[src/rtl/i2c_evt_pkg.sv]
package i2c_evt_pkg;
  localparam int NFLAG     = 5;
  localparam int POS_GCAL  = 0;
  localparam int POS_BERR  = 1;
  localparam int POS_ARLO  = 2;
  localparam int POS_STOPF = 3;
  localparam int POS_AF    = 4;

  // Packed MSB first: af lands on bit 4, gcal on bit 0.
  typedef struct packed {
    logic af;
    logic stopf;
    logic arlo;
    logic berr;
    logic gcal;
  } evt_t;
endpackage

[src/rtl/i2c_line_sync.sv]
module i2c_line_sync #(
  parameter int WIDTH  = 2,
  parameter int STAGES = 2
) (
  input  logic             clk,
  input  logic             rst,
  input  logic [WIDTH-1:0] raw,
  output logic [WIDTH-1:0] synced,
  output logic [WIDTH-1:0] prev
);
  // Stages 0..STAGES-1 synchronize; the extra stage holds the previous sample.
  logic [WIDTH-1:0] pipe [STAGES+1];

  for (genvar g = 0; g <= STAGES; g++) begin : g_stage
    if (g == 0) begin : g_first
      always_ff @(posedge clk) begin
        if (rst) pipe[g] <= '1;
        else     pipe[g] <= raw;
      end
    end else begin : g_next
      always_ff @(posedge clk) begin
        if (rst) pipe[g] <= '1;
        else     pipe[g] <= pipe[g-1];
      end
    end
  end

  assign synced = pipe[STAGES-1];
  assign prev   = pipe[STAGES];
endmodule

[src/rtl/i2c_bus_cond.sv]
module i2c_bus_cond (
  input  logic sda_s,
  input  logic scl_s,
  input  logic sda_p,
  input  logic scl_p,
  output logic start_c,
  output logic stop_c,
  output logic scl_rise
);
  logic scl_hi;

  assign scl_hi   = scl_s & scl_p;
  assign start_c  = scl_hi &  sda_p & ~sda_s;
  assign stop_c   = scl_hi & ~sda_p &  sda_s;
  assign scl_rise = scl_s & ~scl_p;
endmodule

[src/rtl/i2c_evt_detect.sv]
module i2c_evt_detect
  import i2c_evt_pkg::*;
#(
  parameter int BIT_W   = 4,
  parameter int ACK_POS = 8
) (
  input  logic             clk,
  input  logic             rst,
  input  logic             pe,
  input  logic             sda_s,
  input  logic             start_c,
  input  logic             stop_c,
  input  logic             scl_rise,
  input  logic             ack_en,
  input  logic             is_master,
  input  logic             rx_dir,
  input  logic [BIT_W-1:0] bit_pos,
  input  logic             drv_sda,
  input  logic             gcal_hit,
  output evt_t             evt
);
  localparam logic [BIT_W-1:0] ACK_SLOT  = BIT_W'(ACK_POS);
  localparam logic [BIT_W-1:0] LAST_DATA = BIT_W'(ACK_POS - 1);
  localparam logic [BIT_W-1:0] FIRST_MID = BIT_W'(1);

  logic ack_seen;
  logic in_ack, in_data, in_mid;

  assign in_ack  = (bit_pos == ACK_SLOT);
  assign in_data = (bit_pos <  ACK_SLOT);
  assign in_mid  = (bit_pos >= FIRST_MID) && (bit_pos <= LAST_DATA);

  // Remembers an acknowledged byte since the last Start or Stop.
  always_ff @(posedge clk) begin
    if (rst || !pe)              ack_seen <= 1'b0;
    else if (start_c || stop_c)  ack_seen <= 1'b0;
    else if (scl_rise && in_ack && !sda_s) ack_seen <= 1'b1;
  end

  always_comb begin
    evt.af    = scl_rise & in_ack & ~rx_dir & sda_s;
    evt.stopf = stop_c & ~is_master & ack_en & ack_seen;
    // Checked only on bits this side drives as transmitting master.
    evt.arlo  = is_master & ~rx_dir & in_data & drv_sda & scl_rise & ~sda_s;
    evt.berr  = (start_c | stop_c) & in_mid;
    evt.gcal  = gcal_hit;
  end

  assert_no_arlo_in_rx_ack_R6: assert property (@(posedge clk) disable iff (rst)
    (is_master && rx_dir && in_ack) |-> !evt.arlo);
  assert_berr_only_mid_byte_R7: assert property (@(posedge clk) disable iff (rst)
    evt.berr |-> (bit_pos != 0 && bit_pos < ACK_SLOT));
  assert_stopf_needs_slave_R4: assert property (@(posedge clk) disable iff (rst)
    evt.stopf |-> (!is_master && ack_en));
endmodule

[src/rtl/i2c_flag_bank.sv]
module i2c_flag_bank #(
  parameter int NFLAG    = 5,
  parameter int ARLO_POS = 2
) (
  input  logic             clk,
  input  logic             rst,
  input  logic             pe,
  input  logic             ite,
  input  logic             rd,
  input  logic [NFLAG-1:0] evt,
  output logic [NFLAG-1:0] flags,
  output logic             irq,
  output logic             to_slave
);
  logic [NFLAG-1:0] nxt;

  for (genvar g = 0; g < NFLAG; g++) begin : g_flag
    // Event beats read: a same-cycle event survives the clear.
    assign nxt[g] = pe & ((flags[g] & ~rd) | evt[g]);
    always_ff @(posedge clk) begin
      if (rst) flags[g] <= 1'b0;
      else     flags[g] <= nxt[g];
    end
  end

  always_ff @(posedge clk) begin
    if (rst) begin
      irq      <= 1'b0;
      to_slave <= 1'b0;
    end else begin
      irq      <= ite & (|nxt);
      to_slave <= pe & evt[ARLO_POS];
    end
  end

  assert_clear_when_off_R10: assert property (@(posedge clk) disable iff (rst)
    !pe |=> (flags == '0));
  assert_event_survives_read_R9: assert property (@(posedge clk) disable iff (rst)
    pe |=> ((flags & $past(evt)) == $past(evt)));
  assert_toslave_with_arlo_R5: assert property (@(posedge clk) disable iff (rst)
    to_slave |-> flags[ARLO_POS]);
  assert_irq_needs_enable_R11: assert property (@(posedge clk) disable iff (rst)
    irq |-> ($past(ite) && (|flags)));
endmodule

[src/rtl/i2c_evt_status.sv]
module i2c_evt_status
  import i2c_evt_pkg::*;
#(
  parameter int BIT_W       = 4,
  parameter int ACK_POS     = 8,
  parameter int SYNC_STAGES = 2
) (
  input  logic             clk,
  input  logic             rst,
  input  logic             sda_in,
  input  logic             scl_in,
  input  logic             pe,
  input  logic             ite,
  input  logic             ack_en,
  input  logic             is_master,
  input  logic             rx_dir,
  input  logic [BIT_W-1:0] bit_pos,
  input  logic             drv_sda,
  input  logic             gcal_hit,
  input  logic             rd_strobe,
  output logic [7:0]       status,
  output logic             irq,
  output logic             to_slave
);
  localparam int STATUS_W = 8;
  localparam int PAD_W    = STATUS_W - NFLAG;

  logic [1:0]       ln_s, ln_p;
  logic             start_c, stop_c, scl_rise;
  evt_t             evt;
  logic [NFLAG-1:0] flags;

  i2c_line_sync #(.WIDTH(2), .STAGES(SYNC_STAGES)) u_sync (
    .clk(clk), .rst(rst), .raw({scl_in, sda_in}), .synced(ln_s), .prev(ln_p));

  i2c_bus_cond u_cond (
    .sda_s(ln_s[0]), .scl_s(ln_s[1]), .sda_p(ln_p[0]), .scl_p(ln_p[1]),
    .start_c(start_c), .stop_c(stop_c), .scl_rise(scl_rise));

  i2c_evt_detect #(.BIT_W(BIT_W), .ACK_POS(ACK_POS)) u_det (
    .clk(clk), .rst(rst), .pe(pe), .sda_s(ln_s[0]),
    .start_c(start_c), .stop_c(stop_c), .scl_rise(scl_rise),
    .ack_en(ack_en), .is_master(is_master), .rx_dir(rx_dir),
    .bit_pos(bit_pos), .drv_sda(drv_sda), .gcal_hit(gcal_hit), .evt(evt));

  i2c_flag_bank #(.NFLAG(NFLAG), .ARLO_POS(POS_ARLO)) u_bank (
    .clk(clk), .rst(rst), .pe(pe), .ite(ite), .rd(rd_strobe), .evt(evt),
    .flags(flags), .irq(irq), .to_slave(to_slave));

  assign status = {{PAD_W{1'b0}}, flags};
endmodule

[config.mk]
export PLATFORM = sky130hd
export DESIGN_NAME = i2c_evt_status
export DESIGN_NICKNAME = d
export VERILOG_FILES = /design/src/rtl/i2c_evt_pkg.sv /design/src/rtl/i2c_line_sync.sv /design/src/rtl/i2c_bus_cond.sv /design/src/rtl/i2c_evt_detect.sv /design/src/rtl/i2c_flag_bank.sv /design/src/rtl/i2c_evt_status.sv
export SDC_FILE = /design/constraint.sdc
export NUM_CORES = 1
export LEC_CHECK = 0
export BUFFER_PORTS_ARGS = -buffer_cell sky130_fd_sc_hd__buf_2
export CAP_MARGIN = 20
export CORE_AREA = 2 2 39 41
export DETAILED_ROUTE_END_ITERATION = 8
export DIE_AREA = 0 0 41 43
export HOLD_SLACK_MARGIN = 0.08
export PLACE_DENSITY = 0.83
export SLEW_MARGIN = 20
export SYNTH_ARGS = -nofsm -noshare
export SYNTH_HDL_FRONTEND = slang
export SYNTH_HIERARCHICAL = 1
export SYNTH_SLANG_ARGS = --single-unit
[constraint.sdc]
create_clock -name clk -period 1.5 [get_ports clk]
set_input_delay 0.3 -clock clk [delete_from_list [all_inputs] [get_ports clk]]
set_output_delay 0.3 -clock clk [all_outputs]
set_load 0.05 [all_outputs]
[After elaboration in Yosys (flattened, before gate mapping)]
Memory sizes are Yosys's and may differ from the RTL's.
Cells that the tools add are included.
Operators by class
  order comparisons: 3
  eq/ne operators: 1
  multiplexer cells: 6
  bitwise gates (word level): 45
  reductions and logical operators: 9
Operators by type and width (count)
  1-bit AND: 30
  1-bit bitwise OR: 9
  2-bit two-way mux: 3
  1-bit NOT: 6
  5-bit OR reduction: 1
  4-bit == test (second input constant): 1
  4-bit by 1-bit greater-or-equal comparator with 1-bit output (second input constant): 1
  4-bit by 3-bit <= comparator with 1-bit output (second input constant): 1
  4-bit less-than comparator (second input constant): 1
  1-bit logical AND: 3
  1-bit two-way mux: 3
  1-bit logical NOT: 2
  1-bit logical OR: 2
  2-bit OR reduction: 1
Word-level totals
  flip-flop bits (word level): 8
  RAM bits: 6
  input port bits: 16
  word-level logic and storage cells: 73
  memories kept: 1
Memories
  u_sync.pipe: words 3, bits a word 2, read ports 3, clocked after memory_dff 0, write ports 3, line i2c_line_sync.sv:12  | logic [WIDTH-1:0] pipe [STAGES+1];

[Depth between registers and ports, before layout]
An unclocked memory read counts as a cell.
  word-level depth: 11
  mapped depth: 5
  depth with buffers taken out: 5

[Modules after synthesis]
Netlist, hierarchy kept.
Modules (own cells, without submodules)
  i2c_flag_bank: times used 1, cells each 26, area each 234.0 um2, seq. area each 140.1 um2
  i2c_line_sync: times used 1, cells each 12, area each 157.7 um2, seq. area each 120.1 um2
  i2c_evt_detect: times used 1, cells each 13, area each 110.1 um2, seq. area each 20.0 um2
  i2c_bus_cond: times used 1, cells each 3, area each 27.5 um2, seq. area each 0.0 um2
  i2c_evt_status: times used 1, cells each 4, area each 26.3 um2, seq. area each 0.0 um2

[Worst setup path after synthesis]
OpenSTA, ideal clock, no wires.
  path kind: register -> register
  start: reg u_bank.flags[2]
  end: reg u_bank.irq
  setup time: 0.129 ns
  data arrival time: 1.222 ns
  required time: 1.371 ns
  setup slack: 0.149 ns
  stages on the path, launching flop included: 4
  buffers on the path: 0
  period minus slack after synthesis: 1.351 ns
  cell sequence: dfxtp_1 or4_1 o21ai_1 a31oi_1
On the way
  word-level cells in the longest chain between the ends: 5
RTL lines
  start: declaration: line i2c_flag_bank.sv:11  | output logic [NFLAG-1:0] flags,
  start signal: indexed assignment: line i2c_flag_bank.sv:22  | else flags[g] <= nxt[g];
  1-bit AND: line i2c_flag_bank.sv:19  | assign nxt[g] = pe & ((flags[g] & ~rd) | evt[g]);
  1-bit bitwise OR: line i2c_flag_bank.sv:19
  1-bit AND: line i2c_flag_bank.sv:19
  5-bit OR reduction: line i2c_flag_bank.sv:31  | irq <= ite & (|nxt);
  1-bit AND: line i2c_flag_bank.sv:31
  end signal: assignment: line i2c_flag_bank.sv:31
  end: declaration: line i2c_flag_bank.sv:12  | output logic irq,
Every way passes these cells.
A chain may end at the register's enable or synchronous reset.

==> reports/metrics.cfg <==
[min_path]
min_path_cells=2
hold_end=u_sync/pipe[0][0]$_SDFF_PP1_
hold_path_class=primary input to flip-flop
worstHoldStart=sda_in

[clocking]
ctsHoldBuffers=0
post_cts_buffers=0
numCtsBuffers=3
clockRootBuffer=clkbuf_4
cts_tree=done
clock_path_buffers=2
clkSinkCount=14
clkSlewWorstSetupHoldPaths_ns=0.08
clk_latency_ns=0.27
cts.htree.levels=1
post_cts_resized=0

[die]
start_util_pct=40.1
die_w_um=41
die_y_um=43
core_area_um2=1380
dieArea_um2=1760
rows=14
ioPinCount=26

[yosys]
ys_types=19
yosys.area.top_type=dfxtp_1
ys_seq_area_share_pct=50.5
synth_area_um2=556
ys_seq_elements=14
synth_top_area_share_pct=50.5
yosysWarnings=6
syn-instance-count=58
syn-mean-instance-area_um2=9.58
ys_top_cells_by_area=dfxtp_1 (50%), and4b_1 (7.2%), or2_1 (6.8%)

[global_routing]
grt_usage_pct=15.2
grt_pass1_vias=479
grt_first_pass_wirelength_um=1790
grt.overflow.total=0
grt_max_degree=10
antenna_found_initial=0

[setup_path]
r2r_start=u_sync/pipe[1][0]$_SDFF_PP1_
required_ns=1.66
ff2ff_setup_slack_ns=0.21
crit_type=flip-flop to flip-flop
worst-path-max-fanout=6
reg2reg_to=u_bank/irq$_SDFF_PP0_
cp.arrival_ns=1.45
max_stage_delay_ns=0.35
r2r_cells=4
cpMostUsedCell=and4b_1
worst_setup_path_end_kind=flip-flop
cp_cell_sequence=and4b_1 -> and4b_1 -> nor4_1 -> a31oi_1
crit_slowest_cell=dfxtp_1
worstSetupStartpointType=flip-flop

[power_and_ir_drop]
power.density_nw_per_um2=971
peakVddDrop_mv=0.568
intPower_mw=0.502
power.switching_mw=0.164
leakagePower_nw=0.325
switching_share_pct=24.6
p_clk_share_pct=30.5
seqPwrFrac_pct=57.8
comb_power_share_pct=11.7

[placement]
placed_cells=94
dp_slack_ns=0.217
gp_congestion=0.681
dp.final_hpwl_um=851
port-buffer-count=22

[final_layout]
seq_area_um2=280
multi_input_area_um2=241
layout_commonest_cell=buf_2
drive_gt1_share_pct=32.1
diodes=0
mostFrequentLayoutCells=buf_2 (22), dfxtp_1 (14), nor2_1 (7)
nNetsFinal=99
fill_cells=146
fin_util_pct=49.5
areaGrowthSynthToFinish_pct=23.4
fin_cells=97

[sta]
finalHoldViolCount=0
setup_violations=0
final.setup.worst_slack_ns=0.207
rsz0062_at_grt=false
max_freq_mhz=773
drv_slew=0
setup_tns_ns=0
fin_crit_sh_pct=86.2
period_needed_ns=1.29
fin_worst_skew_ns=0.00853

[run]
drv_cap=0

[drt]
drt-initial-drc-count=4
drc=0
wl_met3_um=97
wirelength_um=1100
wl_per_cell_um=11.4
drt-met1-wl_um=420
vias=490
ant_nets=0
drtPass1Iterations=4
viasPerCell=5.05
routed.top_layer=met4
wl_met2_um=562

[run_status]
outcome=finished, final reports clean

## layer usage
layer,GRT usage [%],vias to the layer above
met3,8.38,4
li1,-,241
met1,14.6,224
met2,25.0,21
met4,6.67,0
met5,0,-
## synthesized netlist by cell type (all sizes together)
cell	instances
nor3	3
and4b	4
a21oi	5
conb	1
inv	3
nand2b	1
a31oi	2
nand4b	1
nor2	7
nor4bb	1
buf	4
o21ai	1
and2b	1
nor4	1
or2	6
or4	1
nor4b	1
nand3b	1
dfxtp	14
## logic make-up after synthesis
group | count (synthesis) | share of synthesized area (%)
AO/OA/AOI/OAI | 8 | 7.66
buffers and inverters | 7 | 7.43
flip-flops | 14 | 50.5
other | 1 | 0.675
AND/OR/NAND/NOR | 28 | 33.8
## power by group through the flow
stage          Combinational (mW)  Sequential [mW]  Clock [mW]
3_5_place_dp               0.0774            0.393           0
2_1_floorplan              0.0464            0.401           0
4_1_cts                    0.0780            0.385       0.212
6_report                   0.0781            0.385       0.203
5_1_grt                    0.0848            0.386       0.228
3_3_place_gp               0.0762            0.393           0
## area by class of cell
class | instances | area share [%]
inverter | 3 | 1.64
timing repair buffer | 22 | 16.1
clock buffer | 3 | 3.28
tap | 16 | 2.92
sequential | 14 | 40.9
multi-input combinational | 39 | 35.2
## critical path: cells and delay by family (launching register included)
family             cells  cell delay (ns)
and+or+nand+nor        3             0.72
DFF                    1             0.35
AOI/OAI and AO/OA      1             0.12
## metrics by stage
step	instance area, µm²	power, mW	hold WS (ns)
after global placement	663	0.469	0.387
after global routing	686	0.699	0.203
after CTS	686	0.675	0.199
after detailed placement	663	0.471	0.391
after floorplan	563	0.448	0.376
final	686	0.666	0.209
## sequential cells by signal, summed over array words and instances (netlist names)
register and cells:
u_det/ack_seen 1, u_bank/to_slave 1, u_sync/pipe 6, u_bank/flags 5, u_bank/irq 1
## how the worst max path moves through the flow
stage | startpoint | to | slack [ns] | cells after the start
floorplan | u_bank/flags[2]$_SDFF_PP0_ | u_bank/irq$_SDFF_PP0_ | 0.15 | 3
global placement | u_sync/pipe[1][0]$_SDFF_PP1_ | u_bank/irq$_SDFF_PP0_ | 0.24 | 4
detailed placement | u_sync/pipe[1][0]$_SDFF_PP1_ | u_bank/irq$_SDFF_PP0_ | 0.22 | 5
CTS | u_sync/pipe[1][0]$_SDFF_PP1_ | u_bank/irq$_SDFF_PP0_ | 0.21 | 5
global route | u_sync/pipe[1][0]$_SDFF_PP1_ | u_bank/irq$_SDFF_PP0_ | 0.07 | 5
finish | u_sync/pipe[1][0]$_SDFF_PP1_ | u_bank/irq$_SDFF_PP0_ | 0.21 | 4
No activity file was read; power rests on OpenSTA's default activity.
